[src/rtl/synd_pkg.sv]
package synd_pkg;
  localparam int SYM_W  = 12;
  localparam int HALF_W = SYM_W / 2;
  localparam int WORD_W = 32;
  localparam int SLOT_W = WORD_W / 2;
  localparam logic [HALF_W-1:0] EXT_CONST = 6'h21;
  localparam logic [SYM_W-1:0]  STEP_MUL  = 12'hE01;

  // shift-and-add over GF(64), reducing x^6 -> x+1
  function automatic logic [HALF_W-1:0] gf64_mul_f(input logic [HALF_W-1:0] a,
                                                   input logic [HALF_W-1:0] b);
    logic [HALF_W-1:0] aa;
    logic [HALF_W:0]   bb;
    logic [HALF_W-1:0] c;
    aa = a;
    bb = {1'b0, b};
    c  = '0;
    for (int i = 0; i < HALF_W; i++) begin
      if (aa[0]) c = c ^ bb[HALF_W-1:0];
      aa = aa >> 1;
      bb = bb << 1;
      if (bb[HALF_W]) bb = bb ^ 7'h43;
    end
    return c;
  endfunction

  function automatic logic [SYM_W-1:0] gf4096_mul_f(input logic [SYM_W-1:0] a,
                                                    input logic [SYM_W-1:0] b);
    logic [HALF_W-1:0] hi, lo, ll;
    ll = gf64_mul_f(a[HALF_W-1:0], b[HALF_W-1:0]);
    hi = gf64_mul_f(a[SYM_W-1:HALF_W] ^ a[HALF_W-1:0],
                    b[SYM_W-1:HALF_W] ^ b[HALF_W-1:0]) ^ ll;
    lo = gf64_mul_f(gf64_mul_f(a[SYM_W-1:HALF_W], b[SYM_W-1:HALF_W]), EXT_CONST) ^ ll;
    return {hi, lo};
  endfunction

  // root k of the successor chain that starts at 1
  function automatic logic [SYM_W-1:0] root_of(input int k);
    logic [SYM_W-1:0] r;
    r = 12'd1;
    for (int i = 0; i < k; i++)
      r = (r == '0) ? 12'd1 : gf4096_mul_f(r, STEP_MUL);
    return r;
  endfunction
endpackage

[src/rtl/gf64_mult.sv]
module gf64_mult (
  input  logic [synd_pkg::HALF_W-1:0] a,
  input  logic [synd_pkg::HALF_W-1:0] b,
  output logic [synd_pkg::HALF_W-1:0] p
);
  localparam int HW = synd_pkg::HALF_W;

  logic [HW-1:0] aa;
  logic [HW:0]   bb;
  logic [HW-1:0] acc;

  always_comb begin
    aa  = a;
    bb  = {1'b0, b};
    acc = '0;
    for (int i = 0; i < HW; i++) begin
      if (aa[0]) acc = acc ^ bb[HW-1:0];
      aa = aa >> 1;
      bb = bb << 1;
      if (bb[HW]) bb = bb ^ 7'h43;
    end
  end

  assign p = acc;
endmodule

[src/rtl/gf4096_mult.sv]
module gf4096_mult (
  input  logic [synd_pkg::SYM_W-1:0] a,
  input  logic [synd_pkg::SYM_W-1:0] b,
  output logic [synd_pkg::SYM_W-1:0] p
);
  localparam int SW = synd_pkg::SYM_W;
  localparam int HW = synd_pkg::HALF_W;

  logic [HW-1:0] a_hi, a_lo, b_hi, b_lo;
  logic [HW-1:0] cross_p, low_p, high_p, scaled_p;

  assign a_hi = a[SW-1:HW];
  assign a_lo = a[HW-1:0];
  assign b_hi = b[SW-1:HW];
  assign b_lo = b[HW-1:0];

  gf64_mult u_cross (.a(a_hi ^ a_lo), .b(b_hi ^ b_lo),        .p(cross_p));
  gf64_mult u_low   (.a(a_lo),        .b(b_lo),               .p(low_p));
  gf64_mult u_high  (.a(a_hi),        .b(b_hi),               .p(high_p));
  gf64_mult u_scale (.a(high_p),      .b(synd_pkg::EXT_CONST), .p(scaled_p));

  assign p = {cross_p ^ low_p, scaled_p ^ low_p};
endmodule

[src/rtl/synd_cell.sv]
module synd_cell #(
  parameter logic [synd_pkg::SYM_W-1:0] ROOT = 12'd1
) (
  input  logic                       clk,
  input  logic                       rst,
  input  logic                       shift_en,
  input  logic                       restart,
  input  logic [synd_pkg::SYM_W-1:0] sym,
  output logic [synd_pkg::SYM_W-1:0] acc_q,
  output logic [synd_pkg::SYM_W-1:0] acc_d
);
  localparam int SW = synd_pkg::SYM_W;

  logic [SW-1:0] scaled;

  gf4096_mult u_mul (.a(acc_q), .b(ROOT), .p(scaled));

  assign acc_d = (restart ? '0 : scaled) ^ sym;

  always_ff @(posedge clk) begin
    if (rst)           acc_q <= '0;
    else if (shift_en) acc_q <= acc_d;
  end


  first_sym_load_chk: assert property (@(posedge clk) disable iff (rst)
    (shift_en && restart) |=> (acc_q == $past(sym)));


  idle_hold_chk: assert property (@(posedge clk) disable iff (rst)
    !shift_en |=> $stable(acc_q));
endmodule

[src/rtl/gf4096_syndrome_calc.sv]
module gf4096_syndrome_calc #(
  parameter int NSYND = 8
) (
  input  logic                                         clk,
  input  logic                                         rst,
  input  logic                                         sym_valid,
  input  logic                                         sym_last,
  input  logic [synd_pkg::SYM_W-1:0]                   sym_data,
  output logic                                         synd_valid,
  output logic [(NSYND/2)*synd_pkg::WORD_W-1:0]        synd_words,
  output logic                                         synd_nonzero
);
  localparam int SW    = synd_pkg::SYM_W;
  localparam int WW    = synd_pkg::WORD_W;
  localparam int SLOT  = synd_pkg::SLOT_W;
  localparam int NWORD = NSYND / 2;
  localparam int OUT_W = NWORD * WW;

  function automatic logic [OUT_W-1:0] used_mask();
    logic [OUT_W-1:0] m;
    m = '0;
    for (int k = 0; k < NSYND; k++)
      m[(k/2)*WW + (k%2)*SLOT +: SW] = '1;
    return m;
  endfunction
  localparam logic [OUT_W-1:0] USED = used_mask();

  logic          fresh_q;
  logic          accept_last;
  logic          any_nz;
  logic [SW-1:0] acc_q [NSYND];
  logic [SW-1:0] acc_d [NSYND];

  assign accept_last = sym_valid && sym_last;

  // next symbol begins a codeword
  always_ff @(posedge clk) begin
    if (rst)            fresh_q <= 1'b1;
    else if (sym_valid) fresh_q <= sym_last;
  end

  for (genvar k = 0; k < NSYND; k++) begin : g_cell
    localparam logic [SW-1:0] RK = synd_pkg::root_of(k);
    synd_cell #(.ROOT(RK)) u_cell (
      .clk      (clk),
      .rst      (rst),
      .shift_en (sym_valid),
      .restart  (fresh_q),
      .sym      (sym_data),
      .acc_q    (acc_q[k]),
      .acc_d    (acc_d[k])
    );
  end

  always_comb begin
    any_nz = 1'b0;
    for (int k = 0; k < NSYND; k++)
      any_nz = any_nz | (acc_d[k] != '0);
  end

  always_ff @(posedge clk) begin
    if (rst) begin
      synd_valid   <= 1'b0;
      synd_words   <= '0;
      synd_nonzero <= 1'b0;
    end else begin
      synd_valid <= accept_last;
      if (accept_last) begin
        for (int k = 0; k < NSYND; k++)
          synd_words[(k/2)*WW + (k%2)*SLOT +: SW] <= acc_d[k];
        synd_nonzero <= any_nz;
      end
    end
  end


  pulse_after_last_chk: assert property (@(posedge clk) disable iff (rst)
    accept_last |=> synd_valid);

  no_pulse_without_last_chk: assert property (@(posedge clk) disable iff (rst)
    !accept_last |=> !synd_valid);

  result_hold_chk: assert property (@(posedge clk) disable iff (rst)
    !synd_valid |-> ($stable(synd_words) && $stable(synd_nonzero)));

  spare_bits_zero_chk: assert property (@(posedge clk) disable iff (rst)
    (synd_words & ~USED) == '0);

  nonzero_flag_chk: assert property (@(posedge clk) disable iff (rst)
    synd_nonzero == (synd_words != '0));
endmodule

[config.mk]
export PLATFORM = sky130hd
export DESIGN_NAME = gf4096_syndrome_calc
export DESIGN_NICKNAME = d
export VERILOG_FILES = /design/src/rtl/synd_pkg.sv /design/src/rtl/gf64_mult.sv /design/src/rtl/gf4096_mult.sv /design/src/rtl/synd_cell.sv /design/src/rtl/gf4096_syndrome_calc.sv
export SDC_FILE = /design/constraint.sdc
export NUM_CORES = 1
export LEC_CHECK = 0
export BUFFER_PORTS_ARGS = -buffer_cell sky130_fd_sc_hd__buf_2
export CORE_MARGIN = 4
export CORE_UTILIZATION = 35
export DETAILED_ROUTE_END_ITERATION = 7
export HOLD_SLACK_MARGIN = 0.15
export PLACE_DENSITY_LB_ADDON = 0.3
export SETUP_SLACK_MARGIN = 0.1
export SLEW_MARGIN = 20
export SYNTH_ARGS = -nofsm -noshare
export SYNTH_HDL_FRONTEND = slang
export SYNTH_SLANG_ARGS = --single-unit
[constraint.sdc]
create_clock -name clk -period 3.1 [get_ports clk]
set_input_delay 0.155 -clock clk [delete_from_list [all_inputs] [get_ports clk]]
set_output_delay 0.155 -clock clk [all_outputs]
set_load 0.02 [all_outputs]
# Yosys cells after proc, flatten, opt, wreduce, memory -nomap -nowiden
# Index checks and enable logic that the tools add are counted.
[classes]
add_sub_neg = 0
multipliers = 0
n_div = 0
magnitude_cmp = 0
n_eq_ne = 0
shift = 0
n_mux = 182
bitwise_logic = 181
reduce_logical = 9
[ops]
columns = ["operator", "count"]
rows = [
  ["two-way mux 6 bit", 73],
  ["two-way mux 5 bit", 36],
  ["XOR 6 bit", 21],
  ["two-way mux 12 bit", 8],
  ["nonzero test 12 bit", 8],
  ["XOR 12 bit", 8],
  ["NOT 3 bit", 27],
  ["two-way mux 4 bit", 20],
  ["NOT 4 bit", 19],
  ["NOT 5 bit", 13],
  ["two-way mux 3 bit", 16],
  ["NOT 2 bit", 23],
  ["NOT 1 bit", 42],
  ["two-way mux 2 bit", 14],
  ["NOT 1 bit, first input constant", 19],
  ["two-way mux 1 bit", 15],
  ["NOT 6 bit", 2],
  ["OR 1 bit", 7],
  ["logical AND 1 bit", 1],
]
[totals]
reg_bits = 195
latchBits = 0
ramBits = 0
rom_bits = 0
input_bits = 16
out_inout_bits = 130
wordCells = 384
memories = 0

# Longest topological paths before layout
# Gate-level depths: netlist (run 1).
[depth]
word_depth = 29
mapped_depth = 11
ltp_nobuf = 8

# By module
# A second synthesis (run 1) with hierarchy kept.
[hier_totals]
cells_unflattened = 3886
area_unflattened_um2 = 32778.9
[by_module_without_submodules]
columns = ["module", "instances", "cells_each", "area_per_inst_um2", "seq_area_each_um2"]
rows = [
  ["gf64_mult (g_cell[0].u_cell.u_mul.u_high ...)", 31, 83, 641.9, 0.0],
  ["synd_cell (g_cell[0].u_cell ...)", 7, 92, 898.4, 240.2],
  ["gf4096_syndrome_calc", 1, 288, 3407.0, 1981.9],
  ["gf4096_mult", 8, 26, 217.7, 0.0],
  ["synd_cell (g_cell[2].u_cell)", 1, 91, 894.6, 240.2],
  ["gf64_mult (g_cell[0].u_cell.u_mul.u_cross)", 1, 82, 549.3, 0.0],
]

# Worst setup path after synthesis (run 1)
# Ideal clock, no wire load.
[synth_timing]
path_type = "register to register"
from = "reg g_cell[3].u_cell.acc_q[0] (netlist bit)"
to = "reg synd_nonzero"
setup_ns = 0.127
arrival_ns = 2.454
required_time_ns = 2.973
path_slack_ns = 0.519
path_stages_with_launch = 9
n_path_buf = 0
period_less_slack_ns = 2.581
path_cell_list = "dfxtp_1 > xnor2_1 > xnor3_1 > xnor2_1 > or4b_1 > o311a_1 > or4_1 > nor4_2 > a31oi_1"
[synth_via]
elab_chain_cells = 19
elab_cells_between_ends = 33
cone_classes = "13 x mux; 19 x bitwise; 1 x reduce/logical"
[synth_rtl]
columns = ["item", "line", "rtl"]
rows = [
  ["from (decl)", "synd_cell.sv:9", "output logic [synd_pkg::SYM_W-1:0] acc_q,"],
  ["from (signal assigned)", "synd_cell.sv:21", "if (rst) acc_q <= '0;"],
  ["from (signal assigned)", "synd_cell.sv:22", "else if (shift_en) acc_q <= acc_d;"],
  ["two-way mux 5 bit", "gf64_mult.sv:17", "if (aa[0]) acc = acc ^ bb[HW-1:0];"],
  ["NOT 3 bit (no line)", "--", ""],
  ["two-way mux 6 bit", "gf64_mult.sv:17", ""],
  ["two-way mux 5 bit", "gf64_mult.sv:17", ""],
  ["NOT 4 bit (no line)", "--", ""],
  ["two-way mux 6 bit", "gf64_mult.sv:17", ""],
  ["NOT 5 bit (no line)", "--", ""],
  ["two-way mux 6 bit", "gf64_mult.sv:17", ""],
  ["NOT 4 bit (no line)", "--", ""],
  ["two-way mux 5 bit", "gf64_mult.sv:17", ""],
  ["XOR 6 bit", "gf4096_mult.sv:22", "assign p = {cross_p ^ low_p, scaled_p ^ low_p};"],
  ["two-way mux 12 bit *", "synd_cell.sv:18", "assign acc_d = (restart ? '0 : scaled) ^ sym;"],
  ["XOR 12 bit *", "synd_cell.sv:18", ""],
  ["nonzero test 12 bit *", "gf4096_syndrome_calc.sv:58", "any_nz = any_nz | (acc_d[k] != '0);"],
  ["OR 1 bit * (5 in a row)", "gf4096_syndrome_calc.sv:58", ""],
  ["to (signal assigned)", "gf4096_syndrome_calc.sv:71", "synd_nonzero <= any_nz;"],
  ["to (decl)", "gf4096_syndrome_calc.sv:11", "output logic synd_nonzero"],
]
# Mark *: on every way between the ends. The rest lies on a longest branch, timed or not.
# A chain may end at the register's enable or synchronous reset.

# Worst setup path after layout (run 1)
[layout_timing]
from = "in sym_data[2] (netlist bit)"
to = "reg synd_nonzero"
[layout_via]
elab_chain_cells = 9
elab_cells_between_ends = 23
cone_classes = "15 x bitwise; 8 x reduce/logical"
[layout_rtl]
columns = ["item", "line", "rtl"]
rows = [
  ["from (decl)", "gf4096_syndrome_calc.sv:8", "input logic [synd_pkg::SYM_W-1:0] sym_data,"],
  ["XOR 12 bit", "synd_cell.sv:18", ""],
  ["nonzero test 12 bit", "gf4096_syndrome_calc.sv:58", ""],
  ["OR 1 bit (6 in a row)", "gf4096_syndrome_calc.sv:58", ""],
  ["OR 1 bit *", "gf4096_syndrome_calc.sv:58", ""],
]
# Marked as above.

==> qor.txt, run 1 <==
Fmax -> 346 MHz
period utilisation layout -> 93.2%
Top Family by Delay on Critical Path -> simple AND/OR/NAND/NOR gates
Detailed Route WL -> 33100 µm
actual slew at the worst max-slew pin -> 847 ps
maximum VDD drop -> 394 µV
vias in the first global route -> 8845
clock root buffer -> clkbuf_16
row count -> 66
Via density -> 5.01
Initial Utilization -> 35.7%
cells on worst reg2reg path -> 8
TritonCTS buffer count -> 17
die area -> 36400 µm²
CP Class -> in -> reg
post-synth cell types -> 68
Fin. Hold Viols -> 0
Die Ht -> 191 µm
Post-Place Cell Area -> 12600 µm²
CTS Buffer Depth -> 2
H-tree depth -> 4
most frequent cells in the layout -> nor2_1, dfxtp_1, xnor2_1
largest net degree at the start of global routing -> 195
leakage -> 5.25 nW
CP Cell Sequence -> dlygate4sd3_1 > buf_2 > or4_1 > o21ai_0 > nand4_1 > or4_1 > or4_1 > nor4_2 > a31oi_1
number of flops mapped to enable cells by yosys -> 0
async set-reset flop share out of synthesis -> 0%
PD cells -> 641 nW/µm²
highest cell delay on the worst timing path -> 580 ps
Slew HR -> 43.5%
unrepaired setup endpoints after global routing -> no
Setup-failing EPs final -> 0
fin. max-slew vios -> 0
I/O pins -> 146
Max Cap Violations -> 0
FF+latch area -> 3910 µm²
Final Skew -> 9.83 ps
hold path depth -> 5
fin crit period -> 2890 ps
WP buf/inv -> 2
startpoint types -> primary input
Layout Area Growth over Synthesis -> 13.6%
insertion delay to the later sink of the worst-skew pair -> 450 ps
total core area -> 32800 µm²
DR pass1 iterations -> 5
wire length per cell -> 18.1 µm
fillers -> 3310
Synth Warn # -> 0
Most used DFF post-synth -> dfxtp_1
Synth Instances -> 1304
critical path depth -> 9
routability cong. -> 0.875
chip width -> 191 µm
first-pass GRT wire length -> 52200 µm
Hold Crit Class -> in -> reg
syn_area_per_cell -> 8.97 µm²
number of nets with antenna violations after routing -> 0
status -> complete, no violations
Seq/Total Area, Yosys -> 33.4%
PortBufs -> 113
GRT Overall Usage -> 18.4%
#FFs+latches synth -> 195
vias -> 9173
Critical Path Fanout Max -> 8
# clock sinks -> 195
Multi-input gate area -> 7130 µm²
1st-iter DRT viols -> 719
CP endpoint kind -> flip-flop
most common cell after layout, fill and taps aside -> nor2_1
fraction of layout cells with a size suffix above 1 -> 15.8%
post-CTS setup buffer count -> 0
CP max stage cell -> or4_1
mapped cell area -> 11700 µm²
# nets final -> 1391
total grt overflow -> 0
design area -> 13300 µm²
Worst-path clk slew -> 80 ps
CP required -> 3430 ps
Crit path top cell by count -> or4_1
DP HPWL -> 23900 µm
setup TNS -> 0 ps
CTS tree -> yes
DR DRC count -> 0
critical path arrival -> 3220 ps
initial antenna violation count -> 1
-- cell usage after synthesis, types with 5 or more instances --
cell type	n	share of area, %
xor2_1	39	2.9
nor4bb_1	6	0.51
a211oi_1	179	11
buf_2	5	0.21
xnor3_1	39	7.5
nor2_1	287	9.2
a21oi_1	17	0.73
o21ai_0	19	0.81
nand4_1	13	0.70
mux2i_1	7	0.60
buf_1	10	0.32
a31oi_1	10	0.54
nand2_1	26	0.83
xnor2_1	183	14
nor2b_1	15	0.80
buf_4	33	2.1
nor3_1	11	0.47
and2_1	12	0.64
o32ai_1	6	0.45
inv_1	5	0.16
nor3b_1	5	0.32
clkbuf_1	97	3.1
xor3_1	16	3.3
dfxtp_1	195	33
-- logic make-up (layout without fill, tap and decap cells) --
kind of cell | count (synthesis) | in the layout | synth area share [%]
AO/OA/AOI/OAI | 256 | 256 | 15.8
XOR/XNOR | 279 | 279 | 27.7
buffers and inverters | 158 | 211 | 6.84
flip-flops | 195 | 195 | 33.4
multiplexers | 8 | 8 | 0.696
other | 1 | 33 | 0.0321
AND/OR/NAND/NOR | 407 | 407 | 15.6
-- sequential cells by signal (all words and copies together), names as in the netlist --
name,cells
synd_nonzero,1
fresh_q,1
synd_valid,1
synd_words,96
g_cell.u_cell.acc_q,96
-- power breakdown --
part	total, mW	internal, mW	switching, mW
Clock	2.26	1.16	1.11
Sequential	2.95	2.72	0.228
Combinational	3.30	1.57	1.72
-- final cells by class --
type	count	area share, %
diodes	1	0.0188
well taps	442	4.16
flip-flops and latches	195	29.4
clock inverters	14	1.09
repair buffers	174	8.17
inverters	5	0.141
clock buffers	18	3.31
multi-input cells	982	53.7
-- metal layers --
metal | routed length [µm] | global-route usage [%] | part of all wire, %
met2 | 16000 | 30.2 | 48
met4 | 604 | 5.75 | 1.8
met5 | 0 | 0 | 0
met1 | 15100 | 25.0 | 45
met3 | 1490 | 2.67 | 4.5
-- repair_timing --
action,4_1_cts,5_1_grt
setup endpoints to repair,0,1
hold endpoints to repair,8,0
hold buffers,6,0
gates resized for setup,0,4
-- worst register-to-register path: stages, from the launching register on --
cell and delay (ps):
dfxtp_1 490, xor3_1 470, xnor3_1 260, nor2_1 60
xnor2_1 400, o2111ai_1 180, or4_1 550, nor4_2 230
a31oi_1 110
-- worst paths after layout --
check | endpoint | slack [ps] | startpoint
min reg2reg | g_cell[0].u_cell.acc_q[11] | 500 | g_cell[0].u_cell.acc_q[11]
min | g_cell[0].u_cell.acc_q[5] | 170 | sym_data[5]
max reg2reg | synd_nonzero | 230 | g_cell[4].u_cell.acc_q[0]
max | synd_nonzero | 210 | sym_data[2]
-- stage by stage --
stage / power [mW] / setup WS (ps) / util (%) / cells / hold WS, ps
CTS: 8.59 / 216 / 40.4 / 1830 / 153
global placement: 6.26 / 235 / 38.5 / 1792 / 475
finish: 8.51 / 211 / 40.5 / 1831 / 174
floorplan: 5.49 / 519 / - / 1335 / 337
global route: 8.98 / 105 / 40.5 / 1831 / 188
detailed placement: 6.30 / 245 / 38.5 / 1792 / 479
No activity file was read; power rests on OpenSTA's default activity.
==> inputs of run 2 (changes only) <==
- BUFFER_PORTS_ARGS: -buffer_cell sky130_fd_sc_hd__buf_2 -> unset
- DONT_BUFFER_PORTS: unset -> 1
==> qor.txt, run 2 (synthesized netlist as in run 1, its figures left out) <==
wire length per cell -> 19.8 µm (was 18.1 µm)
CP Class -> in -> reg (unchanged)
fin crit period -> 2870 ps (was 2890 ps)
most frequent cells in the layout -> nor2_1, dfxtp_1, xnor2_1 (unchanged)
status -> complete, no violations (unchanged)
non-filler cells, final -> 1756 (was 1831)
Multi-input gate area -> 7110 µm² (was 7130 µm²)
Final Skew -> 11.7 ps (was 9.83 ps)
total core area -> 32800 µm² (unchanged)
H-tree depth -> 4 (unchanged)
Slew HR -> 41.9% (was 43.5%)
CTS tree -> yes (unchanged)
CP max stage cell -> dlygate4sd3_1 (was or4_1)
actual slew at the worst max-slew pin -> 868 ps (was 847 ps)
GRT Overall Usage -> 18.9% (was 18.4%)
critical path arrival -> 3200 ps (was 3220 ps)
Setup-failing EPs final -> 0 (unchanged)
initial antenna violation count -> 0 (was 1)
highest cell delay on the worst timing path -> 1100 ps (was 580 ps)
PD cells -> 644 nW/µm² (was 641 nW/µm²)
PostCTS Resize Cnt -> 0 (unchanged)
DR DRC count -> 0 (unchanged)
GR Util met3 -> 4.69% (was 2.67%)
first-pass GRT wire length -> 53200 µm (was 52200 µm)
Initial Utilization -> 35.7% (unchanged)
Fin Hold WS -> 152 ps (was 174 ps)
total grt overflow -> 0 (unchanged)
cells on worst reg2reg path -> 8 (unchanged)
routability cong. -> 0.837 (was 0.875)
met2 Use GR -> 30.7% (was 30.2%)
Worst-path clk slew -> 80 ps (about the same)
vias in the first global route -> 8697 (was 8845)
row count -> 66 (unchanged)
chip width -> 191 µm (unchanged)
CP Cell Sequence -> dlygate4sd3_1 > xnor2_1 > nor2_2 > nand4_1 > or4_1 > or4_1 > nor4_2 > a31oi_1 (was dlygate4sd3_1 > buf_2 > or4_1 > o21ai_0 > nand4_1 > or4_1 > or4_1 > nor4_2 > a31oi_1)
# nets final -> 1317 (was 1391)
largest net degree at the start of global routing -> 157 (was 195)
# clock sinks -> 195 (unchanged)
insertion delay to the later sink of the worst-skew pair -> 450 ps (about the same)
I/O pins -> 146 (unchanged)
met1 Use GR -> 25.5% (was 25.0%)
Fin. Hold Viols -> 0 (unchanged)
Die Ht -> 191 µm (unchanged)
leakage -> 4.92 nW (was 5.25 nW)
Util after Layout -> 40.1% (was 40.5%)
Inserted Diodes -> 0 (was 1)
die area -> 36400 µm² (unchanged)
CTS Buffer Depth -> 2 (unchanged)
PortBufs -> 0 (was 113)
fin. max-slew vios -> 0 (unchanged)
most common cell after layout, fill and taps aside -> nor2_1 (unchanged)
Top Usage Layer GRT -> met2 (unchanged)
Hold Crit Class -> in -> reg (unchanged)
post-CTS setup buffer count -> 0 (unchanged)
Top Registers -> g_cell.u_cell.acc_q x96, synd_words x96 (unchanged)
dpl cells -> 1666 (was 1792)
DP HPWL -> 22800 µm (was 23900 µm)
maximum VDD drop -> 397 µV (was 394 µV)
Critical Path Fanout Max -> 11 (was 8)
TritonCTS buffer count -> 17 (unchanged)
CP endpoint kind -> flip-flop (unchanged)
1st-iter DRT viols -> 666 (was 719)
fillers -> 3293 (was 3310)
vias -> 9244 (was 9173)
unrepaired setup endpoints after global routing -> no (unchanged)
Crit path top cell by count -> or4_1 (unchanged)
FF+latch area -> 3910 µm² (unchanged)
period utilisation layout -> 92.7% (was 93.2%)
Via density -> 5.26 (was 5.01)
startpoint types -> primary input (unchanged)
CP required -> 3430 ps (about the same)
hold path depth -> 3 (was 5)
Fmax -> 348 MHz (was 346 MHz)
Detailed Route WL -> 34800 µm (was 33100 µm)
Layout Area Growth over Synthesis -> 12.3% (was 13.6%)
Max Cap Violations -> 0 (unchanged)
DR pass1 iterations -> 5 (unchanged)
number of nets with antenna violations after routing -> 0 (unchanged)
clock root buffer -> clkbuf_16 (unchanged)
fraction of layout cells with a size suffix above 1 -> 6.77% (was 15.8%)
setup TNS -> 0 ps (unchanged)
-- run 2: cell types whose count changed in the layout (fill, tap and decap cells not counted), moves of 2 or more --
cell,before,now
buf_2,111,0
buf_4,53,39
buf_16,0,2
clkbuf_1,0,2
xnor2_2,4,1
xnor2_1,180,183
dlygate4sd3_1,6,56
-- run 2: layout make-up --
cell class | instances | area share, %
Timing Repair Buffer | 100 | 7.38
Clock inverter | 13 | 1.08
Sequential cell | 195 | 29.8
Tap cell | 442 | 4.21
Clock buffer | 19 | 3.30
Inverter | 5 | 0.143
Multi-Input combinational cell | 982 | 54.1
-- run 2: routing by layer --
metal / up-vias / routed length, µm
met5: - / 0
met4: 0 / 561
met3: 44 / 2810
met2: 338 / 16300
met1: 4414 / 15100
li1: 4448 / -
-- run 2: per-stage QoR --
step	setup WS, ps	power, mW	area (µm²)
global placement	349	6.06	11900
finish	227	8.45	13100
floorplan	519	5.49	11800
detailed placement	300	6.08	11900
global route	125	8.89	13100
CTS	289	8.52	13100
-- run 2: worst paths after layout --
| kind | start | endpoint | slack (ps) |
|---|---|---|---|
| max | sym_data[11] | synd_nonzero | 230 |
| min | sym_data[3] | g_cell[3].u_cell.acc_q[3] | 150 |
| max reg2reg | g_cell[3].u_cell.acc_q[0] | synd_nonzero | 290 |
| min reg2reg | g_cell[2].u_cell.acc_q[8] | g_cell[2].u_cell.acc_q[8] | 500 |
-- run 2: critical path, delay by kind of cell --
| family | cells | cell delay, ps |
|---|---|---|
| and+or+nand+nor | 5 | 1630 |
| buffers and inverters | 1 | 1100 |
| xor gates and xnor gates | 1 | 200 |
| AOI/OAI and AO/OA | 1 | 100 |
-- run 2: timing repair --
item	CTS	global route
hold buffers	58	0
hold endpoints to repair	195	0
setup endpoints to repair	0	0
-- run 2: report_power, final --
group | switching, mW | internal [mW] | total, mW
sequential | 0.379 | 2.72 | 3.10
combinational | 1.55 | 1.56 | 3.11
clock | 1.10 | 1.14 | 2.24
total | 3.02 | 5.43 | 8.45
